`src/rtl/segld_pkg.sv`:
```
package segld_pkg;
    localparam int DESC_BYTES = 8;
    localparam int SEL_W      = 16;
    localparam int TSIZE_W    = 16;
    localparam int ADDR_W     = 32;
    localparam int DATA_W     = 32;
    localparam int LIM_W      = 20;
    localparam int ATTR_W     = 12;

    typedef enum logic [2:0] {
        ST_IDLE,
        ST_FETCH_LO,
        ST_FETCH_HI,
        ST_VET,
        ST_MARK,
        ST_DONE,
        ST_FAULT
    } ld_state_e;

    typedef enum logic [2:0] {
        FC_NULL   = 3'd0,
        FC_BOUND  = 3'd1,
        FC_ABSENT = 3'd2,
        FC_CLASS  = 3'd3,
        FC_RSVD   = 3'd4
    } fault_e;

    typedef struct packed {
        logic [SEL_W-1:0]  sel;
        logic [ADDR_W-1:0] base;
        logic [ADDR_W-1:0] limit;
        logic [ATTR_W-1:0] attr;
    } seg_cache_t;
endpackage

```
`src/rtl/segld_tbl.sv`:
```
module segld_tbl
    import segld_pkg::*;
(
    input  logic              clk,
    input  logic              rst_n,
    input  logic              wr_en,
    input  logic [ADDR_W-1:0] base_in,
    input  logic [TSIZE_W-1:0] size_in,
    input  logic [SEL_W-1:0]  sel,
    output logic [ADDR_W-1:0] desc_addr,
    output logic              null_hit,
    output logic              bound_miss
);
    localparam int SPAN_W = ((SEL_W > TSIZE_W) ? SEL_W : TSIZE_W) + 1;

    logic [ADDR_W-1:0]  base_q;
    logic [TSIZE_W-1:0] size_q;
    logic [SPAN_W-1:0]  last_byte;

    always_ff @(posedge clk or negedge rst_n) begin
        if (!rst_n) begin
            base_q <= '0;
            size_q <= '0;
        end else if (wr_en) begin
            base_q <= base_in;
            size_q <= size_in;
        end
    end

    // Inclusive last byte of the requested descriptor, one bit wider to avoid wrap.
    assign last_byte  = SPAN_W'(sel) + SPAN_W'(DESC_BYTES - 1);
    assign bound_miss = last_byte > SPAN_W'(size_q);
    assign null_hit   = (sel == '0);
    assign desc_addr  = base_q + ADDR_W'(sel);
endmodule

```
`src/rtl/segld_decode.sv`:
```
module segld_decode
    import segld_pkg::*;
#(
    parameter  int NUM_SEG  = 6,
    parameter  int CODE_IDX = 0,
    localparam int IDX_W    = $clog2(NUM_SEG)
) (
    input  logic [DATA_W-1:0] lo,
    input  logic [DATA_W-1:0] hi,
    input  logic [IDX_W-1:0]  idx,
    output logic [ADDR_W-1:0] base,
    output logic [ADDR_W-1:0] limit,
    output logic [ATTR_W-1:0] attr,
    output logic              already_acc,
    output logic              bad,
    output fault_e            cause
);
    logic [7:0]       acc;
    logic [3:0]       flg;
    logic [LIM_W-1:0] lim;
    logic             is_code;
    logic             class_ok;
    logic             rsvd_bad;

    assign acc  = hi[15:8];
    assign flg  = hi[23:20];
    assign lim  = {hi[19:16], lo[15:0]};
    assign base = {hi[31:24], hi[7:0], lo[31:16]};

    assign limit = flg[3] ? {lim, {(ADDR_W-LIM_W){1'b1}}}
                          : {{(ADDR_W-LIM_W){1'b0}}, lim};
    assign attr  = {flg, acc[7:1], 1'b1};

    assign already_acc = acc[0];
    assign is_code     = acc[3];
    assign rsvd_bad    = !acc[4] || flg[0] || flg[1];
    assign class_ok    = is_code ? (int'(idx) == CODE_IDX)
                                 : ((int'(idx) != CODE_IDX) && (int'(idx) < NUM_SEG));

    always_comb begin
        bad   = 1'b1;
        cause = FC_ABSENT;
        if (!acc[7]) begin
            cause = FC_ABSENT;
        end else if (rsvd_bad) begin
            cause = FC_RSVD;
        end else if (!class_ok) begin
            cause = FC_CLASS;
        end else begin
            bad = 1'b0;
        end
    end
endmodule

```
`src/rtl/segld_cache.sv`:
```
module segld_cache
    import segld_pkg::*;
#(
    parameter  int NUM_SEG = 6,
    localparam int IDX_W   = $clog2(NUM_SEG)
) (
    input  logic             clk,
    input  logic             rst_n,
    input  logic             wr_en,
    input  logic [IDX_W-1:0] wr_idx,
    input  seg_cache_t       wr_entry,
    input  logic [IDX_W-1:0] rd_idx,
    output seg_cache_t       rd_entry
);
    seg_cache_t [NUM_SEG-1:0] regs_q;

    always_ff @(posedge clk or negedge rst_n) begin
        if (!rst_n) begin
            regs_q <= '0;
        end else if (wr_en) begin
            for (int i = 0; i < NUM_SEG; i++) begin
                if (int'(wr_idx) == i) regs_q[i] <= wr_entry;
            end
        end
    end

    always_comb begin
        rd_entry = '0;
        for (int i = 0; i < NUM_SEG; i++) begin
            if (int'(rd_idx) == i) rd_entry = regs_q[i];
        end
    end
endmodule

```
`src/rtl/segld_fsm.sv`:
```
module segld_fsm
    import segld_pkg::*;
(
    input  logic clk,
    input  logic rst_n,
    input  logic req_valid,
    input  logic null_hit,
    input  logic bound_miss,
    input  logic mem_ack,
    input  logic vet_bad,
    input  logic already_acc,
    output logic accept,
    output logic take_lo,
    output logic take_hi,
    output logic vet_fault,
    output logic commit,
    output logic ready,
    output logic mem_req,
    output logic mem_we,
    output logic lo_phase,
    output logic done,
    output logic fault
);
    ld_state_e st_q, st_d;

    always_ff @(posedge clk or negedge rst_n) begin
        if (!rst_n) st_q <= ST_IDLE;
        else        st_q <= st_d;
    end

    always_comb begin
        st_d = st_q;
        unique case (st_q)
            ST_IDLE:     if (req_valid) st_d = (null_hit || bound_miss) ? ST_FAULT : ST_FETCH_LO;
            ST_FETCH_LO: if (mem_ack) st_d = ST_FETCH_HI;
            ST_FETCH_HI: if (mem_ack) st_d = ST_VET;
            ST_VET:      st_d = vet_bad ? ST_FAULT : (already_acc ? ST_DONE : ST_MARK);
            ST_MARK:     if (mem_ack) st_d = ST_DONE;
            ST_DONE:     st_d = ST_IDLE;
            ST_FAULT:    st_d = ST_IDLE;
            default:     st_d = ST_IDLE;
        endcase
    end

    always_comb begin
        accept    = 1'b0;
        take_lo   = 1'b0;
        take_hi   = 1'b0;
        vet_fault = 1'b0;
        commit    = 1'b0;
        ready     = 1'b0;
        mem_req   = 1'b0;
        mem_we    = 1'b0;
        lo_phase  = 1'b0;
        done      = 1'b0;
        fault     = 1'b0;
        unique case (st_q)
            ST_IDLE: begin
                ready  = 1'b1;
                accept = req_valid;
            end
            ST_FETCH_LO: begin
                mem_req  = 1'b1;
                lo_phase = 1'b1;
                take_lo  = mem_ack;
            end
            ST_FETCH_HI: begin
                mem_req = 1'b1;
                take_hi = mem_ack;
            end
            ST_VET: begin
                vet_fault = vet_bad;
                commit    = !vet_bad && already_acc;
            end
            ST_MARK: begin
                mem_req = 1'b1;
                mem_we  = 1'b1;
                commit  = mem_ack;
            end
            ST_DONE:  done  = 1'b1;
            ST_FAULT: fault = 1'b1;
            default: ;
        endcase
    end
endmodule

```
`src/rtl/segld_top.sv`:
```
module segld_top
    import segld_pkg::*;
#(
    parameter  int NUM_SEG  = 6,
    parameter  int CODE_IDX = 0,
    localparam int IDX_W    = $clog2(NUM_SEG)
) (
    input  logic               clk,
    input  logic               rst_n,
    input  logic               tbl_wr,
    input  logic [ADDR_W-1:0]  tbl_base,
    input  logic [TSIZE_W-1:0] tbl_size,
    input  logic               req_valid,
    output logic               req_ready,
    input  logic [SEL_W-1:0]   req_sel,
    input  logic [IDX_W-1:0]   req_idx,
    output logic               done,
    output logic               fault,
    output logic [2:0]         fault_cause,
    output logic               mem_req,
    output logic               mem_we,
    output logic [ADDR_W-1:0]  mem_addr,
    output logic [3:0]         mem_be,
    output logic [DATA_W-1:0]  mem_wdata,
    input  logic               mem_ack,
    input  logic [DATA_W-1:0]  mem_rdata,
    input  logic [IDX_W-1:0]   rd_idx,
    output logic [SEL_W-1:0]   rd_sel,
    output logic [ADDR_W-1:0]  rd_base,
    output logic [ADDR_W-1:0]  rd_limit,
    output logic [ATTR_W-1:0]  rd_attr
);
    logic [ADDR_W-1:0] desc_addr;
    logic              null_hit, bound_miss;
    logic              accept, take_lo, take_hi, vet_fault, commit, lo_phase;
    logic              vet_bad, already_acc;
    fault_e            vet_cause;
    logic [ADDR_W-1:0] dec_base, dec_limit;
    logic [ATTR_W-1:0] dec_attr;
    seg_cache_t        new_entry, shown;

    logic [SEL_W-1:0]  sel_q;
    logic [IDX_W-1:0]  idx_q;
    logic [ADDR_W-1:0] addr_q;
    logic [DATA_W-1:0] lo_q, hi_q;
    fault_e            cause_q;

    segld_tbl u_tbl (
        .clk        (clk),
        .rst_n      (rst_n),
        .wr_en      (tbl_wr),
        .base_in    (tbl_base),
        .size_in    (tbl_size),
        .sel        (req_sel),
        .desc_addr  (desc_addr),
        .null_hit   (null_hit),
        .bound_miss (bound_miss)
    );

    segld_fsm u_fsm (
        .clk         (clk),
        .rst_n       (rst_n),
        .req_valid   (req_valid),
        .null_hit    (null_hit),
        .bound_miss  (bound_miss),
        .mem_ack     (mem_ack),
        .vet_bad     (vet_bad),
        .already_acc (already_acc),
        .accept      (accept),
        .take_lo     (take_lo),
        .take_hi     (take_hi),
        .vet_fault   (vet_fault),
        .commit      (commit),
        .ready       (req_ready),
        .mem_req     (mem_req),
        .mem_we      (mem_we),
        .lo_phase    (lo_phase),
        .done        (done),
        .fault       (fault)
    );

    segld_decode #(.NUM_SEG(NUM_SEG), .CODE_IDX(CODE_IDX)) u_dec (
        .lo          (lo_q),
        .hi          (hi_q),
        .idx         (idx_q),
        .base        (dec_base),
        .limit       (dec_limit),
        .attr        (dec_attr),
        .already_acc (already_acc),
        .bad         (vet_bad),
        .cause       (vet_cause)
    );

    always_ff @(posedge clk or negedge rst_n) begin
        if (!rst_n) begin
            sel_q   <= '0;
            idx_q   <= '0;
            addr_q  <= '0;
            lo_q    <= '0;
            hi_q    <= '0;
            cause_q <= FC_NULL;
        end else begin
            if (accept) begin
                sel_q   <= req_sel;
                idx_q   <= req_idx;
                addr_q  <= desc_addr;
                cause_q <= null_hit ? FC_NULL : FC_BOUND;
            end
            if (take_lo)   lo_q    <= mem_rdata;
            if (take_hi)   hi_q    <= mem_rdata;
            if (vet_fault) cause_q <= vet_cause;
        end
    end

    assign new_entry = '{sel: sel_q, base: dec_base, limit: dec_limit, attr: dec_attr};

    segld_cache #(.NUM_SEG(NUM_SEG)) u_cache (
        .clk      (clk),
        .rst_n    (rst_n),
        .wr_en    (commit),
        .wr_idx   (idx_q),
        .wr_entry (new_entry),
        .rd_idx   (rd_idx),
        .rd_entry (shown)
    );

    assign mem_addr    = lo_phase ? addr_q : addr_q + ADDR_W'(4);
    assign mem_be      = mem_we ? 4'b0010 : 4'b1111;
    assign mem_wdata   = {hi_q[31:9], 1'b1, hi_q[7:0]};
    assign fault_cause = fault ? 3'(cause_q) : 3'd0;

    assign rd_sel   = shown.sel;
    assign rd_base  = shown.base;
    assign rd_limit = shown.limit;
    assign rd_attr  = shown.attr;
endmodule

```
`config.mk`:
```
export PLATFORM = sky130hd
export DESIGN_NAME = segld_top
export DESIGN_NICKNAME = d
export VERILOG_FILES = /design/src/rtl/segld_pkg.sv /design/src/rtl/segld_tbl.sv /design/src/rtl/segld_decode.sv /design/src/rtl/segld_cache.sv /design/src/rtl/segld_fsm.sv /design/src/rtl/segld_top.sv
export SDC_FILE = /design/constraint.sdc
export NUM_CORES = 1
export LEC_CHECK = 0
export ABC_AREA = 1
export BUFFER_PORTS_ARGS = -buffer_cell sky130_fd_sc_hd__clkbuf_2
export CAP_MARGIN = 20
export CORE_MARGIN = 8
export CORE_UTILIZATION = 54
export CTS_CLUSTER_DIAMETER = 60
export DETAILED_ROUTE_END_ITERATION = 7
export PLACE_DENSITY_LB_ADDON = 0.3
export REMOVE_ABC_BUFFERS = 1
export SLEW_MARGIN = 20
export SYNTH_ARGS = -nofsm -noshare
export SYNTH_HDL_FRONTEND = slang
export SYNTH_SLANG_ARGS = --single-unit
```
`constraint.sdc`:
```
create_clock -name clk -period 2.1 [get_ports clk]
set_input_delay 0 -clock clk [delete_from_list [all_inputs] [get_ports clk]]
set_output_delay 0 -clock clk [all_outputs]
set_load 0.05 [all_outputs]
```
==> impl_metrics.csv <==
group,metric,value,unit
route,drc,3,
die,die_y,264.9,microns
timing,setup_viol,244,
yosys,synth_cell_types,43,
setup_path,r2r_start,"u_tbl.base_q[5]",
route,drt-vias-per-instance,5.989,
timing,period_share,139.0,%
yosys,ys.flop_type,"dfrtp_1",
timing,maxSlewHeadroom,38.81,%
timing,fin_setup_tns,-24.51,ns
yosys,syn-mean-instance-area,8.343,sq um
timing,rsz0062_at_grt,"true",
yosys,postSynthCellCount,4011,
setup_path,required,2.10,ns
placed_design,routabilityCongestion,0.9409,
yosys,ys_ff_latch,721,
min_path,holdCritStartpoint,"req_sel[9]",
power_and_ir_drop,leakage,21.37,nW
setup_path,arrival,2.92,ns
global_routing,grt_overflow,0,
route,highest-signal-layer,"met5",
route,via_count,32070,
route,wl_met2,55.17,mm
global_routing,antenna_found_initial,1,
route,dr.pass1.iters,8,
global_routing,grt_pass1_vias,30550,
setup_path,cp_max_fo,4,
route,drt-met1-wl,44.17,mm
die,dieArea,70190,sq um
setup_path,worst-setup-path-type,"register to output pin",
setup_path,reg2reg_setup_slack,-0.19,ns
route,wire_per_inst,21.80,microns
global_routing,track_usage,29.85,%
placed_design,dp_cells,5046,
yosys,seq_area_frac_synth,53.92,%
final_layout,syn2layout_area_growth,33.48,%
final_layout,final_nets,4650,
cts,cts_buffer_depth,3,
cts,path_clk_slew,0.06,ns
cts,cts_tree,"done",
route,ant_nets,0,
placed_design,io_buffers,272,
die,start_util,54.43,%
setup_path,worst-r2r-cell-count,12,
route,wl_met3,12.45,mm
placed_design,post-dp-hpwl,66.26,mm
route,drt_iter0_drc,3882,
die,io_pins,275,
min_path,holdPathEnd,"sel_q[9]",
global_routing,grt_max_degree,91,
setup_path,start_kind,"register",
timing,period_minus_slack,2.919,ns
final_layout,instances_no_fill,5355,
setup_path,worstReg2RegEnd,"addr_q[27]",
yosys,netlist_area,33460,sq um
yosys,async_flop_share,100.0,%
final_layout,most-common-layout-cells,"nand2_1, dfrtp_1, o21ai_0",
power_and_ir_drop,power-per-cell-area,1274,nW/um^2
min_path,hold_class,"input port to register",
timing,fin_skew,0.02975,ns
yosys,synth-edff-count,0,
die,row_count,91,
final_layout,fillers,4293,
final_layout,drive_gt1_share,22.50,%
job,drv_cap,0,
timing,slew_viol_final,0,
run_status,violations,"DRC, setup timing",
setup_path,cp-end-kind,"output pin",
min_path,worstHoldPathCells,4,
final_layout,mostFrequentLayoutCell,"nand2_1",
cts,numCtsBuffers,77,
route,wl,116.7,mm
die,die_x,264.9,microns
global_routing,grt_pass1_wl,168.8,mm
cts,worstSkewPairLatency,0.64,ns
cts,clk_root_buffer_cell,"clkbuf_16",
cts,numClockSinks,721,
timing,fmax,342.6,MHz
timing,worstMarginPinSlew,0.9179,ns
run_status,run_status,"complete, but fails checks",
timing,setup_ws,-0.8187,ns
cts,htree_levels,3,
timing,finalHoldViolCount,0,
power_and_ir_drop,ir_drop,1045,uV
yosys,yosysWarnings,0,
die,core,61480,sq um
## power by group
part	total [mW]	switching, mW	internal [mW]
clock network	13.5	5.83	7.64
logic	21.5	13.7	7.83
registers	21.9	3.21	18.7
## timing repair
item | 4_1_cts | 5_1_grt
hold buffers | 104 | 3
buffers inserted | 10 | 45
setup endpoints to repair | 209 | 362
resized for setup | 108 | 348
endpoints found under the hold margin | 857 | 4
pin swaps | 27 | 71
gates cloned | 0 | 28
## layer usage
layer	track usage [%]	up-vias
met5	0	-
met4	11.55	2
met3	6.977	400
met2	48.87	2068
met1	38.45	15410
li1	-	14200
## stage by stage
step	area, sq um	power, mW	hold WS, ns	util, %	setup WS [ns]
5_1_grt	44660	59.69	0.01497	72.64	-0.8255
3_5_place_dp	38430	40.65	0.007358	62.50	-0.3401
6_report	44670	56.92	0.01191	72.65	-0.8187
2_1_floorplan	32240	32.48	-0.2956	-	-4.724
3_3_place_gp	38430	40.11	0.007182	62.50	-0.3838
4_1_cts	42470	54.92	0.006979	69.08	-0.5728
## registers in the layout, indices dropped and copies added, names as in the netlist
signal and flops:
addr_q 32, u_cache.regs_q 552, u_tbl.base_q 32, u_fsm.st_q 3
u_tbl.size_q 16, hi_q 32, lo_q 32, idx_q 3
cause_q 3, sel_q 16
## synthesized netlist by cell type, types with 3 or more instances
master    count  share of area (%)
nand2_1    1148                 13
dfrtp_1     721                 54
o21ai_0     484                7.2
nand3_1     344                5.1
inv_1       327                3.7
o21ai_1     180                2.7
clkbuf_1    171                1.9
nand4_1      99                1.9
a21oi_1      95                1.4
nor2_1       82               0.92
buf_2        50               0.75
xor2_1       36               0.94
ha_1         34                1.3
o22ai_1      31               0.58
nor3_1       23               0.34
buf_4        22               0.49
o21ai_2      21               0.55
mux2_2       17               0.57
o211ai_1     13               0.29
xnor2_1      13               0.34
a211oi_1     12               0.27
buf_6        12               0.40
or2_2        11               0.21
inv_2        10               0.11
o221ai_1      9               0.24
buf_1         8              0.090
nor4_1        8               0.15
a31oi_1       7               0.13
nor2_2        3              0.056
## cell type report
cell class,count,area [sq um],share of cell area [%]
repair buffers,679,7525,16.85
well taps,790,988.4,2.213
flip-flops and latches,721,18050,40.42
multi-input cells,2689,14300,32.01
clock buffers,107,2130,4.768
inverters,338,1316,2.947
diodes,1,2.502,0.005603
clock inverters,28,329.1,0.7367
repair inverters,2,22.52,0.05042
## worst max-delay path, cell delays in order (launching register included)
cell	delay, ns
dfrtp_1	0.48
ha_2	0.30
nand4_1	0.20
nor3_2	0.32
nand2_2	0.14
buf_6	0.16
nor3_4	0.17
xor2_2	0.29
clkbuf_16	0.24
## worst max path at each step
stage,slack (ns),startpoint,end,cells after the start
after floorplan,-4.72,rd_idx[2],rd_limit[11],4
after global placement,-0.38,req_sel[1],u_fsm.st_q[1],21
after detailed placement,-0.34,req_sel[1],u_fsm.st_q[2],21
after CTS,-0.57,addr_q[3],mem_addr[29],12
after global routing,-0.83,addr_q[3],mem_addr[14],8
final,-0.82,addr_q[3],mem_addr[14],8
## kinds of logic (layout without fill, tap and decap cells)
group	Yosys count	after routing	synth area share, %
other	1	3	0.01121
AO/OA/AOI/OAI	856	856	13.52
buffers and inverters	602	1154	7.459
flip-flops	721	721	53.92
AND/OR/NAND/NOR	1730	1730	21.90
XOR/XNOR	49	49	1.282
adder cells (fa/ha/maj)	35	35	1.331
multiplexers	17	17	0.5721
(Power assumes the default switching activity.)
